### src/rtl/dram_ref_pkg.sv
// Shared types for the refresh scheduler: the strobe sequencer states and
// the top-level phases. Assumes nothing beyond SystemVerilog enums.
package dram_ref_pkg;

    typedef enum logic [1:0] {
        SEQ_IDLE,
        SEQ_LEAD,
        SEQ_ACT,
        SEQ_PRE
    } seq_state_t;

    typedef enum logic [1:0] {
        PH_PAUSE,
        PH_INIT,
        PH_RUN
    } phase_t;

endpackage

### src/rtl/dram_ref_interval.sv
// Refresh interval timer. While enabled it pulses tick once every NORM_CLKS
// or LP_CLKS clocks, as chosen by low_power. The mode is sampled whenever
// the counter reloads. Assumes both counts are at least 1.
module dram_ref_interval #(
    parameter int NORM_CLKS = 781,
    parameter int LP_CLKS   = 3125
) (
    input  logic clk,
    input  logic rst_n,
    input  logic en,
    input  logic low_power,
    output logic tick
);
    localparam int MAXC = (LP_CLKS > NORM_CLKS) ? LP_CLKS : NORM_CLKS;
    localparam int CW   = $clog2(MAXC + 1);

    logic [CW-1:0] cnt;
    logic [CW-1:0] reload;

    // Select the reload value for the active period mode.
    always_comb reload = low_power ? CW'(LP_CLKS - 1) : CW'(NORM_CLKS - 1);

    // Count down and emit one tick per expiry; idle at reload when disabled.
    always_ff @(posedge clk) begin
        if (!rst_n) begin
            cnt  <= CW'(NORM_CLKS - 1);
            tick <= 1'b0;
        end else if (!en) begin
            cnt  <= reload;
            tick <= 1'b0;
        end else begin
            tick <= (cnt == '0);
            cnt  <= (cnt == '0) ? reload : cnt - 1'b1;
        end
    end

endmodule

### src/rtl/dram_ref_backlog.sv
// Pending-refresh counter. It counts up on inc and down on dec, and it
// saturates at MAX_BACKLOG, dropping any tick above the cap. Assumes dec is
// asserted only while the count is nonzero.
module dram_ref_backlog #(
    parameter int MAX_BACKLOG = 8,
    parameter int BW          = $clog2(MAX_BACKLOG + 1)
) (
    input  logic          clk,
    input  logic          rst_n,
    input  logic          inc,
    input  logic          dec,
    output logic [BW-1:0] pending,
    output logic          has_pending
);
    // Track the number of owed refreshes, with a cap at the limit.
    always_ff @(posedge clk) begin
        if (!rst_n) begin
            pending <= '0;
        end else begin
            unique case ({inc, dec})
                2'b10: if (pending != BW'(MAX_BACKLOG)) pending <= pending + 1'b1;
                2'b01: if (pending != '0) pending <= pending - 1'b1;
                default: ;
            endcase
        end
    end

    // Flag a nonzero count for the request logic.
    always_comb has_pending = (pending != '0);

endmodule

### src/rtl/dram_cbr_seq.sv
// CAS-before-RAS strobe sequencer. Each accepted start runs CAS_LEAD clocks
// of CAS only, RAS_PULSE clocks of both strobes, and PRECHARGE clocks of
// neither. A start in the final precharge clock chains the next cycle with
// no gap. The strobes are registered. Assumes every count is at least 1.
module dram_cbr_seq
    import dram_ref_pkg::*;
#(
    parameter int CAS_LEAD  = 2,
    parameter int RAS_PULSE = 4,
    parameter int PRECHARGE = 3
) (
    input  logic clk,
    input  logic rst_n,
    input  logic start,
    output logic ready,
    output logic busy,
    output logic ras_n,
    output logic cas_n
);
    localparam int M1   = (CAS_LEAD > RAS_PULSE) ? CAS_LEAD : RAS_PULSE;
    localparam int MAXP = (M1 > PRECHARGE) ? M1 : PRECHARGE;
    localparam int CW   = $clog2(MAXP + 1);

    seq_state_t    state, nxt;
    logic [CW-1:0] cnt, cnt_nxt;

    // Next-state and phase counter logic for one refresh cycle.
    always_comb begin
        nxt     = state;
        cnt_nxt = cnt;
        unique case (state)
            SEQ_IDLE: if (start) begin
                nxt     = SEQ_LEAD;
                cnt_nxt = CW'(CAS_LEAD - 1);
            end
            SEQ_LEAD: if (cnt == '0) begin
                nxt     = SEQ_ACT;
                cnt_nxt = CW'(RAS_PULSE - 1);
            end else begin
                cnt_nxt = cnt - 1'b1;
            end
            SEQ_ACT: if (cnt == '0) begin
                nxt     = SEQ_PRE;
                cnt_nxt = CW'(PRECHARGE - 1);
            end else begin
                cnt_nxt = cnt - 1'b1;
            end
            SEQ_PRE: if (cnt == '0) begin
                if (start) begin
                    nxt     = SEQ_LEAD;
                    cnt_nxt = CW'(CAS_LEAD - 1);
                end else begin
                    nxt = SEQ_IDLE;
                end
            end else begin
                cnt_nxt = cnt - 1'b1;
            end
            default: nxt = SEQ_IDLE;
        endcase
    end

    // Report when a start would be accepted and whether a cycle is running.
    always_comb begin
        ready = (state == SEQ_IDLE) || (state == SEQ_PRE && cnt == '0);
        busy  = (state != SEQ_IDLE);
    end

    // Register the state and drive glitch-free strobes from the next state.
    always_ff @(posedge clk) begin
        if (!rst_n) begin
            state <= SEQ_IDLE;
            cnt   <= '0;
            ras_n <= 1'b1;
            cas_n <= 1'b1;
        end else begin
            state <= nxt;
            cnt   <= cnt_nxt;
            ras_n <= !(nxt == SEQ_ACT);
            cas_n <= !(nxt == SEQ_LEAD || nxt == SEQ_ACT);
        end
    end

endmodule

### src/rtl/dram_refresh_sched.sv
// DRAM initialization and refresh scheduler (top). The block runs through
// three phases: power-up pause, INIT_CYCLES ungranted CBR cycles, then
// periodic refresh requested from an arbiter with a backlog of at most
// MAX_BACKLOG. Assumes the arbiter leaves the bus alone while ref_req is
// high and ref_grant is high, and ignores the bus until init_done.
module dram_refresh_sched
    import dram_ref_pkg::*;
#(
    parameter int CLK_KHZ       = 50000,
    parameter int PAUSE_US      = 200,
    parameter int REF_PERIOD_MS = 32,
    parameter int LP_PERIOD_MS  = 128,
    parameter int REF_CYCLES    = 2048,
    parameter int INIT_CYCLES   = 8,
    parameter int CAS_LEAD      = 2,
    parameter int RAS_PULSE     = 4,
    parameter int PRECHARGE     = 3,
    parameter int MAX_BACKLOG   = 8
) (
    input  logic clk,
    input  logic rst_n,
    input  logic low_power,
    input  logic ref_grant,
    output logic ref_req,
    output logic ras_n,
    output logic cas_n,
    output logic init_done
);
    localparam int PAUSE_CLKS = CLK_KHZ * PAUSE_US / 1000;
    localparam int NORM_CLKS  = CLK_KHZ * REF_PERIOD_MS / REF_CYCLES;
    localparam int LP_CLKS    = CLK_KHZ * LP_PERIOD_MS / REF_CYCLES;
    localparam int PW         = $clog2(PAUSE_CLKS + 1);
    localparam int IW         = $clog2(INIT_CYCLES + 1);
    localparam int BW         = $clog2(MAX_BACKLOG + 1);

    phase_t        phase;
    logic [PW-1:0] pause_cnt;
    logic [IW-1:0] init_left;
    logic          tick, has_pending, seq_ready, seq_busy, go, accept;
    logic [BW-1:0] pending;

    dram_ref_interval #(
        .NORM_CLKS (NORM_CLKS),
        .LP_CLKS   (LP_CLKS)
    ) timer_i (
        .clk       (clk),
        .rst_n     (rst_n),
        .en        (phase == PH_RUN),
        .low_power (low_power),
        .tick      (tick)
    );

    dram_ref_backlog #(
        .MAX_BACKLOG (MAX_BACKLOG),
        .BW          (BW)
    ) backlog_i (
        .clk         (clk),
        .rst_n       (rst_n),
        .inc         (tick),
        .dec         (accept && phase == PH_RUN),
        .pending     (pending),
        .has_pending (has_pending)
    );

    dram_cbr_seq #(
        .CAS_LEAD  (CAS_LEAD),
        .RAS_PULSE (RAS_PULSE),
        .PRECHARGE (PRECHARGE)
    ) seq_i (
        .clk   (clk),
        .rst_n (rst_n),
        .start (go),
        .ready (seq_ready),
        .busy  (seq_busy),
        .ras_n (ras_n),
        .cas_n (cas_n)
    );

    // Decide whether a refresh cycle should start in this clock.
    always_comb begin
        go = ((phase == PH_INIT) && (init_left != '0)) ||
             ((phase == PH_RUN) && has_pending && ref_grant);
        accept = go && seq_ready;
    end

    // Step through pause, initialization and run phases.
    always_ff @(posedge clk) begin
        if (!rst_n) begin
            phase     <= PH_PAUSE;
            pause_cnt <= PW'(PAUSE_CLKS - 1);
            init_left <= IW'(INIT_CYCLES);
        end else begin
            unique case (phase)
                PH_PAUSE: begin
                    if (pause_cnt == '0) phase <= PH_INIT;
                    else                 pause_cnt <= pause_cnt - 1'b1;
                end
                PH_INIT: begin
                    if (accept) init_left <= init_left - 1'b1;
                    if (init_left == '0 && !seq_busy) phase <= PH_RUN;
                end
                default: ;
            endcase
        end
    end

    // Arbiter-facing outputs.
    always_comb begin
        init_done = (phase == PH_RUN);
        ref_req   = (phase == PH_RUN) && (has_pending || seq_busy);
    end

endmodule

### config.mk
export PLATFORM = sky130hd
export DESIGN_NAME = dram_refresh_sched
export DESIGN_NICKNAME = d
export VERILOG_FILES = /design/src/rtl/dram_ref_pkg.sv /design/src/rtl/dram_ref_interval.sv /design/src/rtl/dram_ref_backlog.sv /design/src/rtl/dram_cbr_seq.sv /design/src/rtl/dram_refresh_sched.sv
export SDC_FILE = /design/constraint.sdc
export NUM_CORES = 1
export LEC_CHECK = 0
export BUFFER_PORTS_ARGS = -buffer_cell sky130_fd_sc_hd__buf_4
export CORE_MARGIN = 4
export CORE_UTILIZATION = 55
export DETAILED_ROUTE_END_ITERATION = 10
export PLACE_DENSITY = 0.75
export SLEW_MARGIN = 20
export SYNTH_ARGS = -nofsm -noshare
export SYNTH_HDL_FRONTEND = slang
export SYNTH_SLANG_ARGS = --single-unit
### constraint.sdc
create_clock -name clk -period 2.82 [get_ports clk]
set_input_delay 0.282 -clock clk [delete_from_list [all_inputs] [get_ports clk]]
set_output_delay 0.282 -clock clk [all_outputs]
set_load 0.01 [all_outputs]
==> metrics.cfg <==
[outcome]
run_status=finished, final reports clean

[floorplan]
area_of_the_placeable_core_um2=4086
floorplan.initialDensity_pct=57.72
floorplan.die_area_um2=5400
core.rowCount=23
die_height_um=73.49
top_level_ports=8
die_width_um=73.49

[setup_path]
timing.critical_path.from_type=register
path_buf_inv=1
worstSetupStartpoint=init_left[0]
worst-r2r-cell-count=12
critical_path.cell_chain=inv_1, ha_1, nor3b_1, o22ai_1, and3_1, ha_1, xor2_1, ha_1, a21oi_1, xnor2_1, a21oi_1, a311oi_1
worst-path-max-fanout=5
critical-path-max-stage-delay_ns=0.34
worst_r2r_endpoint=backlog_i.pending[2]
rrSetupSlack_ns=0.31
cp_data_required_time_ns=3.02
critical_path.reg2reg.startpoint=init_left[0]
cp_max_delay_cell=dfxtp_1
timing.setup.critical_path_class=reg2reg
critPathMostFrequentCell=ha_1
timing.critical_path.arrival_ns=2.71
crit_path_end_kind=register
cp_top_family=adder cells

[logic_synthesis]
synthesis.area_per_instance_um2=8.703
postSynthCellCount=271
post_synth_most_frequent_cells=dfxtp_1 (44), nand2_1 (24), nor2_1 (20), a21oi_1 (18), inv_1 (13)
synth.ff_latch_count=44
ys_async_sr_fraction_pct=0
synth_ff_type=dfxtp_1
synth.area.top_cells=dfxtp_1 (37%), ha_1 (5.3%), a21oi_1 (3.8%), nand2_1 (3.8%), nor2_1 (3.2%)
synthDistinctLibCells=57
synth_enable_flop_cells=0
seq_area_frac_synth_pct=37.35
synth_top_cell_area_share_pct=37.35
postSynthNetCount=285
synth_area_leader_cell=dfxtp_1
synth.yosys.warnings=0
synth_area_um2=2359
synth.most_common_cell=dfxtp_1

[routing]
postRouteAntennaNets=0
route.detailed.wl_per_inst_um=13.50
total_wirelength_of_the_detailed_routed_design_mm=4.467
drt_first_iter_violations=150
drt_drc_violations_left=0
via_count_of_the_routed_design=1976
detailedRoute.firstPassIterationCount=4
vias_per_cell=5.970

[power_and_ir_drop]
power_switching_uw=248.7
ir_worst_vdd_mv=0.2656
share_of_power_burned_in_combinational_logic_pct=3.8
powerDensity_nw_per_um2=425.9
static_leakage_nw=0.9337
share_clk_of_total_power_pct=37.5
swShare_pct=22.79
internal_power_uw=842.7
seqPwrFrac_pct=58.7

[min_path]
holdPathStages=2
min-delay-start=rst_n
holdCritPathClass=in2reg
min_delay_worst_endpoint=seq_i.ras_n

[final_layout]
nFillCells=379
diodes=0
fin_util_pct=62.71
nNetsFinal=294
layout-area-overhead-vs-synth_pct=8.647
post_route_cells_drive_above_1_share_pct=11.03

[place]
port_buffers=7
dp_hpwl_mm=3.207
gpl.final_weighted_congestion=0.8183

[global_route]
grt_start_max_net_pins=29
global_route_wire_length_before_repair_mm=7.983
grt_pass1_vias=1822
grt_usage_pct=18.53
grt_remaining_overflow=0
antenna_found_initial=0

[sta]
achievable-frequency_mhz=398.7
report.final.setup_viol=0
tightest_slew_ns=0.6179
hold_viol=0
slew-limit-headroom_pct=58.43
final-max-slew-violation-count=0
setup_tns_ns=0
rsz0062_at_grt=no
layout_min_cycle_time_ns=2.508
worst_clock_skew_ns=0.008560
min_period_over_period_pct=88.93

[clock_tree]
cts-root-to-sink-buffers=2
cts-htree-levels=2
number_of_hold_buffers_added_after_cts=0
numCtsBuffers=5
post_cts_resize_count=0
tritoncts=yes
cts_setup_buffers=0
clk_pin_slew_worst_paths_ns=0.09
clock_insertion_delay_at_the_later_pin_of_the_skew_report_ns=0.30
clkSinkCount=44
clock_tree.root_cell=clkbuf_8

[run]
maxCapViolCount=0

[through the flow]
step | worst slack [ns] | total power, mW | instance area [um^2] | instances | hold slack, ns
2_1_floorplan | 0.2008 | 0.6837 | 2359 | 271 | 0.4065
3_3_place_gp | 0.4071 | 0.6944 | 2470 | 323 | 0.4234
3_5_place_dp | 0.3151 | 0.6964 | 2470 | 323 | 0.4216
4_1_cts | 0.2861 | 1.108 | 2562 | 331 | 0.3070
5_1_grt | 0.01854 | 1.143 | 2562 | 331 | 0.3257
6_report | 0.3121 | 1.091 | 2562 | 331 | 0.3144
[layout by cell type (no fill, tap or decap), types with 5 or more instances in the layout]
master,netlist,layout
nand2_1,24,24
nor3_1,7,7
buf_4,0,11
ha_1,10,10
o21ai_0,8,8
clkbuf_8,0,6
nand2b_1,11,11
nand3b_1,5,5
nor2_1,20,20
a21oi_1,18,18
or4_1,6,6
nor4_1,6,6
nand3_1,5,5
mux2i_1,6,6
dfxtp_1,44,44
inv_1,13,13
xnor2_1,8,8
[worst reg2reg max path, cell delays in order, from the launching register on]
cell      delay (ns)
dfxtp_1         0.34
inv_1           0.06
ha_1            0.18
nor3b_1         0.26
o22ai_1         0.14
and3_1          0.21
ha_1            0.25
xor2_1          0.16
ha_1            0.19
a21oi_1         0.15
xnor2_1         0.16
a21oi_1         0.09
a311oi_1        0.23
[how the worst max path moves through the flow]
| stage | to | slack [ns] | cells past startpoint |
|---|---|---|---|
| after floorplan | backlog_i.pending[2] | 0.20 | 12 |
| after global placement | backlog_i.pending[2] | 0.41 | 12 |
| after detailed placement | backlog_i.pending[2] | 0.32 | 12 |
| after CTS | backlog_i.pending[2] | 0.29 | 12 |
| after global routing | backlog_i.pending[2] | 0.02 | 12 |
| final | backlog_i.pending[2] | 0.31 | 12 |
[sequential cells by signal, summed over array words and instances, names as in the netlist]
| register | count |
|---|---|
| seq_i.state | 2 |
| seq_i.cas_n | 1 |
| pause_cnt | 14 |
| init_left | 4 |
| timer_i.tick | 1 |
| backlog_i.pending | 4 |
| seq_i.cnt | 3 |
| phase | 2 |
| timer_i.cnt | 12 |
| seq_i.ras_n | 1 |
[area by class of cell]
| type | count | area, um^2 | area share [%] |
|---|---|---|---|
| clock buffers | 6 | 82.58 | 3.223 |
| clock inverters | 2 | 10.01 | 0.3906 |
| flip-flops and latches | 44 | 880.8 | 34.37 |
| inverters | 15 | 56.30 | 2.197 |
| multi-input cells | 203 | 1388 | 54.15 |
| repair buffers | 11 | 82.58 | 3.223 |
| well taps | 50 | 62.56 | 2.441 |
[kinds of logic after synthesis]
kind of cell	Yosys count	share of synthesized area [%]
simple gates	113	27.80
compound gates	59	17.08
xor+xnor	10	3.714
flops	44	37.35
fa+ha+maj	10	5.305
mux	11	4.934
buf+inv	24	3.820
[power groups by stage]
stage               registers (mW)  logic (mW)  clock network [mW]
finish                       0.640      0.0413               0.410
global route                 0.643      0.0482               0.452
CTS                          0.640      0.0418               0.426
detailed placement           0.655      0.0417                   0
global placement             0.654      0.0401                   0
floorplan                    0.652      0.0315                   0
[routing by layer]
layer	vias up	track usage (%)	share of wire, %
met5	-	0	0
met4	0	6.640	1.4
met3	7	4.514	2.8
met2	17	29.53	48
met1	946	24.28	47
li1	1006	-	-
Note: power is estimated with default switching activity, not from simulation.
